==> src/rtl/spi_fifo_pkg.sv <==
package spi_fifo_pkg;
  localparam int NI      = 5;
  localparam int IRQ_TXE = 0;
  localparam int IRQ_TXO = 1;
  localparam int IRQ_RXU = 2;
  localparam int IRQ_RXO = 3;
  localparam int IRQ_RXF = 4;
  localparam logic [NI-1:0] ERR_BITS = 5'b01110;

  typedef enum logic [3:0] {
    A_CTRL  = 4'd0,
    A_DATA  = 4'd1,
    A_TXLVL = 4'd2,
    A_RXLVL = 4'd3,
    A_TXTHR = 4'd4,
    A_RXTHR = 4'd5,
    A_MASK  = 4'd6,
    A_RAW   = 4'd7,
    A_MSTAT = 4'd8,
    A_CLR   = 4'd9
  } reg_addr_e;
endpackage

==> src/rtl/sfi_sync_fifo.sv <==
module sfi_sync_fifo #(
  parameter int DW    = 32,
  parameter int DEPTH = 16,
  localparam int LW   = $clog2(DEPTH + 1),
  localparam int AW   = $clog2(DEPTH)
) (
  input  logic          clk,
  input  logic          rst,
  input  logic          flush,
  input  logic          push,
  input  logic [DW-1:0] din,
  input  logic          pop,
  output logic [DW-1:0] dout,
  output logic [LW-1:0] level,
  output logic          empty,
  output logic          push_drop,
  output logic          pop_miss
);
  logic [DW-1:0] mem [DEPTH];
  logic [AW-1:0] wp, rp;
  logic          full, push_ok, pop_ok;

  function automatic logic [AW-1:0] step(input logic [AW-1:0] p);
    return (p == AW'(DEPTH - 1)) ? '0 : p + 1'b1;
  endfunction

  assign full      = (level == LW'(DEPTH));
  assign empty     = (level == '0);
  assign push_ok   = push & ~full;
  assign pop_ok    = pop & ~empty;
  assign push_drop = push & full;
  assign pop_miss  = pop & empty;
  assign dout      = mem[rp];

  // storage without reset so it maps onto RAM
  always_ff @(posedge clk) begin
    if (push_ok) mem[wp] <= din;
  end

  always_ff @(posedge clk) begin
    if (rst || flush) begin
      wp    <= '0;
      rp    <= '0;
      level <= '0;
    end else begin
      if (push_ok) wp <= step(wp);
      if (pop_ok)  rp <= step(rp);
      level <= level + LW'(push_ok) - LW'(pop_ok);
    end
  end
endmodule

==> src/rtl/sfi_limit_reg.sv <==
module sfi_limit_reg #(
  parameter int DW    = 32,
  parameter int DEPTH = 16,
  localparam int TW   = $clog2(DEPTH)
) (
  input  logic          clk,
  input  logic          rst,
  input  logic          wr,
  input  logic [DW-1:0] wdata,
  output logic [TW-1:0] value
);
  always_ff @(posedge clk) begin
    if (rst)                                value <= '0;
    else if (wr && (wdata < DW'(DEPTH)))    value <= wdata[TW-1:0];
  end
endmodule

==> src/rtl/sfi_irq_core.sv <==
module sfi_irq_core
  import spi_fifo_pkg::*;
#(
  parameter int DEPTH = 16,
  localparam int LW   = $clog2(DEPTH + 1),
  localparam int TW   = $clog2(DEPTH)
) (
  input  logic          clk,
  input  logic          rst,
  input  logic          enable,
  input  logic [LW-1:0] tx_level,
  input  logic [LW-1:0] rx_level,
  input  logic [TW-1:0] tx_thr,
  input  logic [TW-1:0] rx_thr,
  input  logic          tx_drop,
  input  logic          rx_drop,
  input  logic          rx_miss,
  input  logic          clr,
  input  logic [NI-1:0] mask,
  output logic [NI-1:0] raw,
  output logic [NI-1:0] masked,
  output logic          irq
);
  logic [2:0] err_q, err_set;

  assign err_set = {rx_drop, rx_miss, tx_drop};

  // sticky flags; a new event beats a clear in the same cycle
  always_ff @(posedge clk) begin
    if (rst || !enable) err_q <= '0;
    else                err_q <= (err_q & {3{~clr}}) | err_set;
  end

  always_comb begin
    raw          = '0;
    raw[IRQ_TXE] = enable && (tx_level <= LW'(tx_thr));
    raw[IRQ_TXO] = err_q[0];
    raw[IRQ_RXU] = err_q[1];
    raw[IRQ_RXO] = err_q[2];
    raw[IRQ_RXF] = enable && (rx_level > LW'(rx_thr));
  end

  assign masked = raw & mask;

  always_ff @(posedge clk) begin
    if (rst) irq <= 1'b0;
    else     irq <= |masked;
  end
endmodule

==> src/rtl/spi_fifo_irq_unit.sv <==
module spi_fifo_irq_unit
  import spi_fifo_pkg::*;
#(
  parameter int DW    = 32,
  parameter int DEPTH = 16
) (
  input  logic          clk,
  input  logic          rst,
  input  logic          reg_wr,
  input  logic          reg_rd,
  input  logic [3:0]    reg_addr,
  input  logic [DW-1:0] reg_wdata,
  output logic [DW-1:0] reg_rdata,
  input  logic          eng_tx_pop,
  output logic [DW-1:0] eng_tx_data,
  output logic          eng_tx_avail,
  input  logic          eng_rx_push,
  input  logic [DW-1:0] eng_rx_data,
  output logic          irq
);
  localparam int LW = $clog2(DEPTH + 1);
  localparam int TW = $clog2(DEPTH);

  logic          ctrl_en;
  logic [NI-1:0] irq_mask;
  logic          host_push, rx_pop, clr_rd, txthr_wr, rxthr_wr;
  logic [LW-1:0] tx_level, rx_level;
  logic [TW-1:0] tx_thr, rx_thr;
  logic [DW-1:0] rx_head;
  logic          tx_empty, rx_empty;
  logic          tx_drop, tx_miss, rx_drop, rx_miss;
  logic [NI-1:0] raw, masked;
  logic [DW-1:0] rd_mux;

  assign host_push = reg_wr && (reg_addr == A_DATA) && ctrl_en;
  assign rx_pop    = reg_rd && (reg_addr == A_DATA) && ctrl_en;
  assign clr_rd    = reg_rd && (reg_addr == A_CLR);
  assign txthr_wr  = reg_wr && (reg_addr == A_TXTHR);
  assign rxthr_wr  = reg_wr && (reg_addr == A_RXTHR);

  always_ff @(posedge clk) begin
    if (rst) begin
      ctrl_en  <= 1'b0;
      irq_mask <= '0;
    end else if (reg_wr) begin
      if (reg_addr == A_CTRL) ctrl_en  <= reg_wdata[0];
      if (reg_addr == A_MASK) irq_mask <= reg_wdata[NI-1:0];
    end
  end

  sfi_sync_fifo #(.DW(DW), .DEPTH(DEPTH)) u_txq (
    .clk(clk), .rst(rst), .flush(!ctrl_en),
    .push(host_push), .din(reg_wdata),
    .pop(eng_tx_pop && ctrl_en), .dout(eng_tx_data),
    .level(tx_level), .empty(tx_empty),
    .push_drop(tx_drop), .pop_miss(tx_miss)
  );

  sfi_sync_fifo #(.DW(DW), .DEPTH(DEPTH)) u_rxq (
    .clk(clk), .rst(rst), .flush(!ctrl_en),
    .push(eng_rx_push && ctrl_en), .din(eng_rx_data),
    .pop(rx_pop), .dout(rx_head),
    .level(rx_level), .empty(rx_empty),
    .push_drop(rx_drop), .pop_miss(rx_miss)
  );

  assign eng_tx_avail = !tx_empty;

  sfi_limit_reg #(.DW(DW), .DEPTH(DEPTH)) u_txthr (
    .clk(clk), .rst(rst), .wr(txthr_wr), .wdata(reg_wdata), .value(tx_thr)
  );

  sfi_limit_reg #(.DW(DW), .DEPTH(DEPTH)) u_rxthr (
    .clk(clk), .rst(rst), .wr(rxthr_wr), .wdata(reg_wdata), .value(rx_thr)
  );

  sfi_irq_core #(.DEPTH(DEPTH)) u_irq (
    .clk(clk), .rst(rst), .enable(ctrl_en),
    .tx_level(tx_level), .rx_level(rx_level),
    .tx_thr(tx_thr), .rx_thr(rx_thr),
    .tx_drop(tx_drop), .rx_drop(rx_drop), .rx_miss(rx_miss),
    .clr(clr_rd), .mask(irq_mask),
    .raw(raw), .masked(masked), .irq(irq)
  );

  always_comb begin
    rd_mux = '0;
    case (reg_addr)
      A_CTRL:  rd_mux = DW'(ctrl_en);
      A_DATA:  rd_mux = (ctrl_en && !rx_empty) ? rx_head : '0;
      A_TXLVL: rd_mux = DW'(tx_level);
      A_RXLVL: rd_mux = DW'(rx_level);
      A_TXTHR: rd_mux = DW'(tx_thr);
      A_RXTHR: rd_mux = DW'(rx_thr);
      A_MASK:  rd_mux = DW'(irq_mask);
      A_RAW:   rd_mux = DW'(raw);
      A_MSTAT: rd_mux = DW'(masked);
      A_CLR:   rd_mux = DW'(raw & ERR_BITS);
      default: rd_mux = '0;
    endcase
  end

  always_ff @(posedge clk) begin
    if (rst)         reg_rdata <= '0;
    else if (reg_rd) reg_rdata <= rd_mux;
  end
endmodule

==> config.mk <==
export PLATFORM = sky130hd
export DESIGN_NAME = spi_fifo_irq_unit
export DESIGN_NICKNAME = d
export VERILOG_FILES = /design/src/rtl/spi_fifo_pkg.sv /design/src/rtl/sfi_sync_fifo.sv /design/src/rtl/sfi_limit_reg.sv /design/src/rtl/sfi_irq_core.sv /design/src/rtl/spi_fifo_irq_unit.sv
export SDC_FILE = /design/constraint.sdc
export NUM_CORES = 1
export LEC_CHECK = 0
export BUFFER_PORTS_ARGS = -buffer_cell sky130_fd_sc_hd__buf_2
export CAP_MARGIN = 20
export CORE_MARGIN = 3
export CORE_UTILIZATION = 60
export CTS_CLUSTER_DIAMETER = 80
export CTS_CLUSTER_SIZE = 24
export DETAILED_ROUTE_END_ITERATION = 12
export GPL_ROUTABILITY_DRIVEN = 0
export PLACE_DENSITY = 0.76
export SETUP_SLACK_MARGIN = 0.2
export SLEW_MARGIN = 10
export SYNTH_ARGS = -nofsm -noshare
export SYNTH_HDL_FRONTEND = slang
export SYNTH_SLANG_ARGS = --single-unit
==> constraint.sdc <==
create_clock -name clk -period 4.8 [get_ports clk]
set_input_delay 0.48 -clock clk [delete_from_list [all_inputs] [get_ports clk]]
set_output_delay 0.48 -clock clk [all_outputs]
set_load 0.05 [all_outputs]
== Yosys cells after proc, flatten, opt, wreduce, memory -nomap -nowiden ==
Memory sizes are Yosys's and may differ from the RTL's. A register that Yosys moved wholly into a read port is not among the register bits.
Cells that the tools add are included.
Operators by class
  add/sub/neg operators: 8
  $mul: 0
  divide/modulo/power cells: 0
  $lt $le $gt $ge: 3
  eq/ne operators: 15
  shift-type cells: 0
  mux-type cells: 14
  bitwise operators: 15
  reduce and logical (&&, ||, !) cells: 24
Operators by type and width (number)
  one-hot mux 32 bit (10 select lines): 1
  less-than comparator 32 x 5 -> 1 bit (second input constant): 1
  two-way mux 32 bit: 1
  two-way mux 4 bit: 8
  equality test 4 bit (second input constant): 6
  adder 4 x 1 -> 4 bit (second input constant): 4
  equality test 4 x 3 -> 1 bit (second input constant): 4
  logical AND 1 bit: 14
  adder 5 x 1 -> 5 bit: 2
  equality test 5 bit (second input constant): 2
  zero test 5 bit: 2
  subtractor 5 x 1 -> 5 bit: 2
  equality test 4 x 2 -> 1 bit (second input constant): 2
  bitwise AND 1 bit: 7
  bitwise AND 5 bit: 1
  > comparator 5 x 4 -> 1 bit: 1
  <= comparator 5 x 4 -> 1 bit: 1
  inverter 1 bit: 5
  OR reduction 5 bit: 1
  equality test 4 x 1 -> 1 bit (second input constant): 1
  zero test 4 bit: 1
  two-way mux 1 bit: 4
  AND reduction 2 bit: 2
  bitwise AND 3 bit: 1
  3 further kinds: 5
Storage, ports and cells
  register bits: 76
  bits in latches: 0
  memory bits (writable): 1024
  bits in read-only memories: 0
  output and inout port bits: 66
  logic and storage cells: 94
  memories kept: 2
Memories
  u_rxq.mem: words 16, width 32, rd ports 1, clocked after memory_dff 1, write ports 1, line sfi_sync_fifo.sv:19  | logic [DW-1:0] mem [DEPTH];
  u_txq.mem: words 16, width 32, rd ports 1, clocked after memory_dff 1, write ports 1, line sfi_sync_fifo.sv:19

== Depth between registers and ports, before layout ==
Gate-level depths: netlist of the first run.
  word-level depth: 6
  mapped depth: 15
  depth with buffers taken out: 15

== By module ==
A second synthesis of the first run with hierarchy kept.
Second synthesis, totals
  cells, all modules: 2111
  area, all modules: 42919.9 µm²
Modules (own cells, without submodules)
  sfi_sync_fifo: instances 2, cells each 899, area each 20045.5 µm²
  spi_fifo_irq_unit: instances 1, cells each 207, area each 1925.6 µm²
  sfi_limit_reg: instances 2, cells each 27, area each 249.0 µm²
  sfi_irq_core: instances 1, cells each 52, area each 405.4 µm²

== Worst setup path after synthesis of the first run ==
OpenSTA, ideal clock, no wires.
  path type: reg-to-reg
  start point: reg u_rxq.level[2]
  end point: mem u_rxq.mem[3][0] (enable)
  setup time: 461 ps
  arrival time: 3621 ps
  data required time: 4339 ps
  setup slack: 718 ps
  cell stages (with the launch flop): 7
  path buffers: 0
  period minus slack after synthesis: 4082 ps
  path through: dfxtp_1 -> inv_1 -> ha_1 -> and4bb_2 -> nor2_1 -> nand2_1 -> nor3_1
Between the ends
  cells in the longest elaborated chain, start to end: 5
RTL lines
  start: declaration: line sfi_sync_fifo.sv:14  | output logic [LW-1:0] level,
  start signal: assignment: line sfi_sync_fifo.sv:48  | level <= level + LW'(push_ok) - LW'(pop_ok);
  equality test 5 bit: line sfi_sync_fifo.sv:27  | assign full = (level == LW'(DEPTH));
  inverter 1 bit: line sfi_sync_fifo.sv:29  | assign push_ok = push & ~full;
  bitwise AND 1 bit: line sfi_sync_fifo.sv:29
  two-way mux 1 bit: line sfi_sync_fifo.sv:37  | if (push_ok) mem[wp] <= din;
  two-way mux 1 bit (not written as such): line sfi_sync_fifo.sv:37
  end: declaration: line sfi_sync_fifo.sv:19
No other way between the ends.

==> results of run 1 <==
## layout make-up
cell class              count  area [um2]  share of cell area
diodes                      2       5.005           0.0001079
clock buffers              81        1474             0.03179
clock inverters             9       115.1            0.002482
inverters                  28       106.4            0.002294
multi-input cells         755        9918              0.2139
flip-flops and latches   1108       32450              0.6999
well taps                 940        1176             0.02536
repair buffers            178        1121             0.02418
## power by group through the flow
stage / Clock, mW / Combinational (mW) / Sequential [mW]
2_1_floorplan: 0 / 0.0310 / 10.7
3_3_place_gp: 0 / 0.181 / 10.7
3_5_place_dp: 0 / 0.195 / 10.7
4_1_cts: 5.15 / 0.196 / 10.5
5_1_grt: 5.49 / 0.220 / 10.5
6_report: 5.06 / 0.199 / 10.5
## metrics by stage
stage,hold slack [ns],total power [mW],utilization,instances
floorplan,0.4604,10.77,-,1997
global placement,0.4568,10.92,0.6362,3006
detailed placement,0.4587,10.93,0.6362,3006
CTS,0.1235,15.86,0.6588,3096
global route,0.1695,16.22,0.6598,3100
finish,0.1674,15.77,0.6599,3101
## worst max-delay path: cells and delay by family, from the launching register on
kind                   cells  cell delay [ns]
muxes                      2             1.07
DFF                        1             0.87
buffers and inverters      2             0.61
## registers in the layout, indices dropped and copies added, names as in the netlist, named ones only
register	flops
u_rxq.mem	512
reg_rdata	32
u_txq.mem	512
u_rxthr.value	4
u_irq.err_q	3
ctrl_en	1
u_irq.irq	1
irq_mask	5
u_txthr.value	4
u_rxq.level	5
u_rxq.rp	4
u_txq.level	5
u_txq.rp	4
u_txq.wp	4
u_rxq.wp	4
## logic make-up (layout without fill, tap and decap cells)
logic type | after synthesis | in the layout | share of synthesized area
AND/OR/NAND/NOR | 220 | 220 | 0.02864
adder cells (fa/ha/maj) | 32 | 32 | 0.009711
buffers and inverters | 134 | 296 | 0.01319
multiplexers | 334 | 334 | 0.1624
flip-flops | 1108 | 1108 | 0.7582
XOR/XNOR | 12 | 12 | 0.002457
other | 0 | 2 | 0
AO/OA/AOI/OAI | 157 | 157 | 0.02542
## synthesized netlist by cell type, types with 2 or more instances
cell	number	area, um2
nand2b_1	6	37.54
nor3b_1	2	15.01
mux4_2	288	6486
nor4bb_1	3	30.03
nand2_1	30	112.6
nand4_1	2	12.51
a31oi_1	10	62.56
o21ai_0	14	70.07
nor4_1	7	43.79
mux2i_1	45	450.4
a211oi_1	29	217.7
nor3_1	5	25.02
buf_1	5	18.77
a21o_1	4	30.03
and2_1	21	131.4
nor2_1	58	217.7
edfxtp_1	1024	30750
nor3_2	2	20.02
clkbuf_1	66	247.7
o2111ai_1	2	17.52
a22oi_1	6	45.04
a211o_1	2	17.52
nor3b_2	2	25.02
xor2_1	6	52.55
dfxtp_1	84	1682
or2_2	2	12.51
nor4_2	2	25.02
buf_4	4	30.03
xnor2_1	6	52.55
nor4b_1	4	35.03
nand4b_1	3	26.28
buf_2	30	150.1
o22ai_1	2	12.51
nand3_1	22	110.1
a221o_1	3	30.03
a32oi_1	5	43.79
a21oi_1	45	225.2
nor2b_1	33	206.5
fa_1	2	40.04
inv_1	27	101.4
ha_1	30	375.4
and3b_1	4	35.03
and3_1	4	25.02
a22o_1	27	236.5
## worst paths after layout
kind	from	to	slack, ns	cells after the start
hold reg to reg	reg_rdata[16]	reg_rdata[16]	0.48	1
hold / removal	eng_rx_push	u_irq.err_q[2]	0.17	3
setup / recovery	register	eng_tx_data[19]	1.07	4
setup reg to reg	u_rxq.level[2]	u_rxq.mem[15][28]	1.48	7
## metal layers
metal | up-vias | share of wire | track usage
li1 | 8526 | - | -
met4 | 10 | 0.033 | 0.07444
met1 | 10520 | 0.38 | 0.3104
met5 | - | 0.00073 | 0
met2 | 743 | 0.53 | 0.4076
met3 | 154 | 0.058 | 0.03354
==> flow_metrics.tcl, run 1 <==
set metrics [dict create \
    status "finished, final reports clean" \
    start_util 0.6087 \
    p_leak_nw 14.05 \
    mostFrequentLayoutCell "edfxtp_1" \
    worst_pin_slew_ns 1.104 \
    grt-ovfl-total 0 \
    dpl_cell_area_um2 44710 \
    p_seq_frac 0.667 \
    dp_slack_ns 1.433 \
    skew_ns 0.02688 \
    clock-sinks 1108 \
    cts_max_level 2 \
    rsz0062_at_grt "false" \
    drive_above_1_share 0.2719 \
    seq_area_frac_synth 0.7582 \
    clk_latency_ns 0.64 \
    grt_max_degree 68 \
    synthFlopType "edfxtp_1" \
    start_kind "register" \
    layout.nets 2230 \
    syn_area_um2 42780 \
    layout_common_cells "1024 x edfxtp_1, 288 x mux4_2, 139 x buf_2" \
    ios 140 \
    final_area_um2 46370 \
    crit_chain "buf_12 > mux4_2 > mux4_2 > buf_2" \
    portBuffers 139 \
    drcViolationCount 0 \
    sw_frac_of_total 0.1879 \
    root_buffer "clkbuf_16" \
    critPathKind "register to primary output" \
    clockBufferDepth 3 \
    maxCapViolCount 0 \
    vias 19960 \
    die_x_um 273.0 \
    cp.required_ns 4.32 \
    numCtsBuffers 53 \
    vias_per_cell 6.435 \
    clk_pin_slew_ns 0.10 \
    power_switching_mw 2.963 \
    worst_slack_ns 1.066 \
    finalHoldViolations 0 \
    postCtsSetupBuffers 0 \
    combPwrFrac 0.013 \
    slew_violations 0 \
    pwr-share-clk 0.321 \
    min_period_ns 3.734 \
    irDropWorstVdd_mv 0.3833 \
    yosys_warnings 0 \
    postCtsHoldBufs 0 \
    grt_pass1_wl_mm 130.4 \
    async_flop_share 0 \
    yosysUniqueCellTypes 63 \
    postRouteAntennaNets 0 \
    setup_viol 0 \
    cts.repair.resized 0 \
    drt_wl_total_mm 85.73 \
    hp-class "input port to register" \
    dieArea_um2 74530 \
    min_period_over_period 0.7780 \
    syn2layout_area_growth_pct 8.401 \
    track_usage 0.2342 \
    slew_headroom 0.2642 \
    wl_per_cell_um 27.65 \
    tns_ns 0 \
    powerDensity_nw_per_um2 340.1 \
    path_max_fanout 39 \
    die_y_um 273.0 \
    grt_pass1_vias 20770 \
    nFillCells 4486 \
    synth_seq_cells 1108 \
    dp_hpwl_mm 50.03 \
    avgSynthCellArea_um2 21.42 \
    core_um2 70270 \
    slowest_delay_ns 0.87 \
    synth_edf_count 1024 \
    first_pass_iters 5 \
    detail_route.iter0.violations 2229 \
    synthesis.nets 2103 \
    syn_inst 1997 \
    max_freq_ghz 0.2678 \
    cpMostUsedCell "mux4_2" \
    p_int_mw 12.81 \
    worst_setup_path_end_kind "primary output" \
    cts_tree "built" \
    antenna_found_initial 7 \
    critical_path_arrival_ns 3.25 \
    row_count 97 \
    cp_slowest_cell "dfxtp_4" \
]
(Power assumes the default switching activity.)
==> inputs of run 2 (changes only) <==
--- a/config.mk
+++ b/config.mk
@@ -8,12 +8,12 @@
 export BUFFER_PORTS_ARGS = -buffer_cell sky130_fd_sc_hd__buf_2
 export CAP_MARGIN = 20
 export CORE_MARGIN = 3
-export CORE_UTILIZATION = 60
+export CORE_UTILIZATION = 56
 export CTS_CLUSTER_DIAMETER = 80
 export CTS_CLUSTER_SIZE = 24
 export DETAILED_ROUTE_END_ITERATION = 12
 export GPL_ROUTABILITY_DRIVEN = 0
-export PLACE_DENSITY = 0.76
+export PLACE_DENSITY = 0.75
 export SETUP_SLACK_MARGIN = 0.2
 export SLEW_MARGIN = 10
 export SYNTH_ARGS = -nofsm -noshare
==> constraint.sdc (replaced) <==
create_clock -name clk -period 3.2 [get_ports clk]
set_input_delay 0.32 -clock clk [delete_from_list [all_inputs] [get_ports clk]]
set_output_delay 0.32 -clock clk [all_outputs]
set_load 0.05 [all_outputs]
==> run 2 against run 1 <==
  * Die area rose by 7.0%
  * Sequential power rose by 50%
  * Non-clock buffer count rose by 74
  * Clock power rose by 51%
  * First-iteration DRC count fell by 4.6%
  * Utilization fell by 2.1 points
  * Routed wire length rose by 8.1%
  * Global-route usage fell by 0.085 points
  * Worst setup slack got worse by 0.95 ns
  * Combinational power rose by 55%
  * Worst hold slack got worse by 0.12 ns
  * Critical endpoint is now eng_tx_data[2]
==> flow_metrics.tcl, run 2 (synthesized netlist as in run 1, its figures left out) <==
set metrics [dict create \
    clk_pin_slew_ns 0.10 \
    hp-class "input port to register" \
    instances_no_fill 3212 \
    grt_pass1_wl_mm 137.2 \
    track_usage 0.2334 \
    r2r_end "u_txq.level[4]" \
    start_kind "register" \
    worst_setup_path_end_kind "primary output" \
    start_util 0.5698 \
    wl_per_cell_um 28.85 \
    cts_tree "built" \
    ff2ff_setup_slack_ns 0.31 \
    min_period_over_period 0.9629 \
    dp_hpwl_mm 53.04 \
    r2r_cells 13 \
    layout.nets 2305 \
    worst_pin_slew_ns 0.9411 \
    layout_common_cells "1024 x edfxtp_1, 288 x mux4_2, 108 x buf_2" \
    cp_slowest_cell "mux4_2" \
    vias 20530 \
    grt_max_degree 68 \
    clk_latency_ns 0.64 \
    die_y_um 282.4 \
    irDropWorstVdd_mv 0.4855 \
    maxCapViolCount 0 \
    critical_path_arrival_ns 2.76 \
    slew_headroom 0.3726 \
    drcViolationCount 0 \
    mostFrequentLayoutCell "edfxtp_1" \
    max_freq_ghz 0.3245 \
    critPathKind "register to primary output" \
    hp-start "eng_rx_data[22]" \
    portBuffers 139 \
    fin_hold_ws_ns 0.04351 \
    clock-sinks 1108 \
    nFillCells 4933 \
    syn2layout_area_growth_pct 12.12 \
    powerDensity_nw_per_um2 494.8 \
    crit_chain "buf_12 > buf_12 > buf_16 > mux4_2 > mux4_2 > buf_8" \
    dpl_cell_area_um2 45550 \
    path_max_fanout 6 \
    finalPower_mw 23.73 \
    root_buffer "clkbuf_16" \
    core_um2 75070 \
    dp_cells 3081 \
    slowest_delay_ns 0.55 \
    postRouteAntennaNets 0 \
    dieArea_um2 79740 \
    slew_violations 0 \
    finalHoldViolations 0 \
    die_x_um 282.4 \
    detail_route.iter0.violations 2127 \
    cts_max_level 2 \
    p_leak_nw 14.69 \
    antenna_found_initial 7 \
    final_area_um2 47960 \
    drt_wl_total_mm 92.67 \
    rsz0062_at_grt "true" \
    biggestRegsByFlops "u_rxq.mem x512, u_txq.mem x512, reg_rdata x32" \
    skew_ns 0.02229 \
    grt-ovfl-total 0 \
    grt_pass1_vias 21070 \
    vias_per_cell 6.392 \
    ios 140 \
    numCtsBuffers 54 \
    setup_viol 0 \
    clockBufferDepth 3 \
    min_period_ns 3.081 \
    cp-endpoint "eng_tx_data[2]" \
    first_pass_iters 5 \
    status "finished, final reports clean" \
    row_count 100 \
    drive_above_1_share 0.2949 \
    cp.required_ns 2.88 \
    r2r_start "u_txq.level[2]" \
]
## run 2: cell types whose count changed in the layout (fill, tap and decap cells not counted), moves of 2 or more
cell / delta
buf_12: +33
buf_16: +8
buf_2: -31
buf_4: +22
buf_6: +29
bufinv_16: -2
clkbuf_1: +5
clkbuf_16: +9
clkinv_2: -2
diode_2: +3
dlygate4sd3_1: +5
nor3_2: -4
nor3_4: +4
## run 2: power breakdown
part	internal (mW)	switching, mW	total (mW)
Sequential	15.8	0.00188	15.8
Combinational	0.0579	0.250	0.308
Clock	3.37	4.29	7.65
Total	19.2	4.54	23.7
## run 2: worst min path at each step
| stage | end | slack (ns) | cells after the start |
|---|---|---|---|
| after floorplan | u_rxq.mem[0][0] | 0.42 | 0 |
| after global placement | reg_rdata[30] | 0.45 | 1 |
| after detailed placement | reg_rdata[16] | 0.46 | 1 |
| after CTS | u_rxq.mem[8][6] | 0.006 | 1 |
| after global routing | u_rxq.mem[12][6] | 0.03 | 1 |
| final | u_rxq.mem[13][22] | 0.04 | 1 |
## run 2: area by class of cell
cell class                 instances  area, um2  area share
clock inverter                     7      77.57    0.001617
timing repair buffer             252       2579     0.05377
antenna                            5      12.51   0.0002609
tap                              969       1212     0.02528
sequential                      1108      32460      0.6768
clock buffer                      88       1543     0.03217
inverter                          28      106.4    0.002218
multi-input combinational        755       9972      0.2079
## run 2: routing by layer
metal	vias up	global-route usage	wire, um
met5	-	0	59
met4	8	0.05939	2361
met2	758	0.3973	48110
met1	10920	0.3236	36840
li1	8696	-	-
met3	148	0.03425	5304
## run 2: per-stage QoR
stage | setup WS (ns) | setup TNS (ns) | utilization
6_report | 0.1187 | 0 | 0.6389
5_1_grt | 0.07672 | 0 | 0.6387
4_1_cts | 0.06896 | 0 | 0.6345
3_5_place_dp | 0.1924 | 0 | 0.6067
3_3_place_gp | 0.2795 | 0 | 0.6067
2_1_floorplan | -0.02780 | -3.130 | -
## run 2: repair_timing
item / in CTS / in global routing
hold buffers: 5 / 0
endpoints found under the setup margin: 33 / 34
cloned: 5 / 7
setup buffers: 10 / 4
resized for setup: 48 / 31
endpoints found under the hold margin: 15 / 0
## run 2: critical path, delay by kind of cell, from the launching register on
family	cells	cell delay [ns]
buffers and inverters	4	0.60
multiplexers	2	1.09
flip-flops	1	0.41
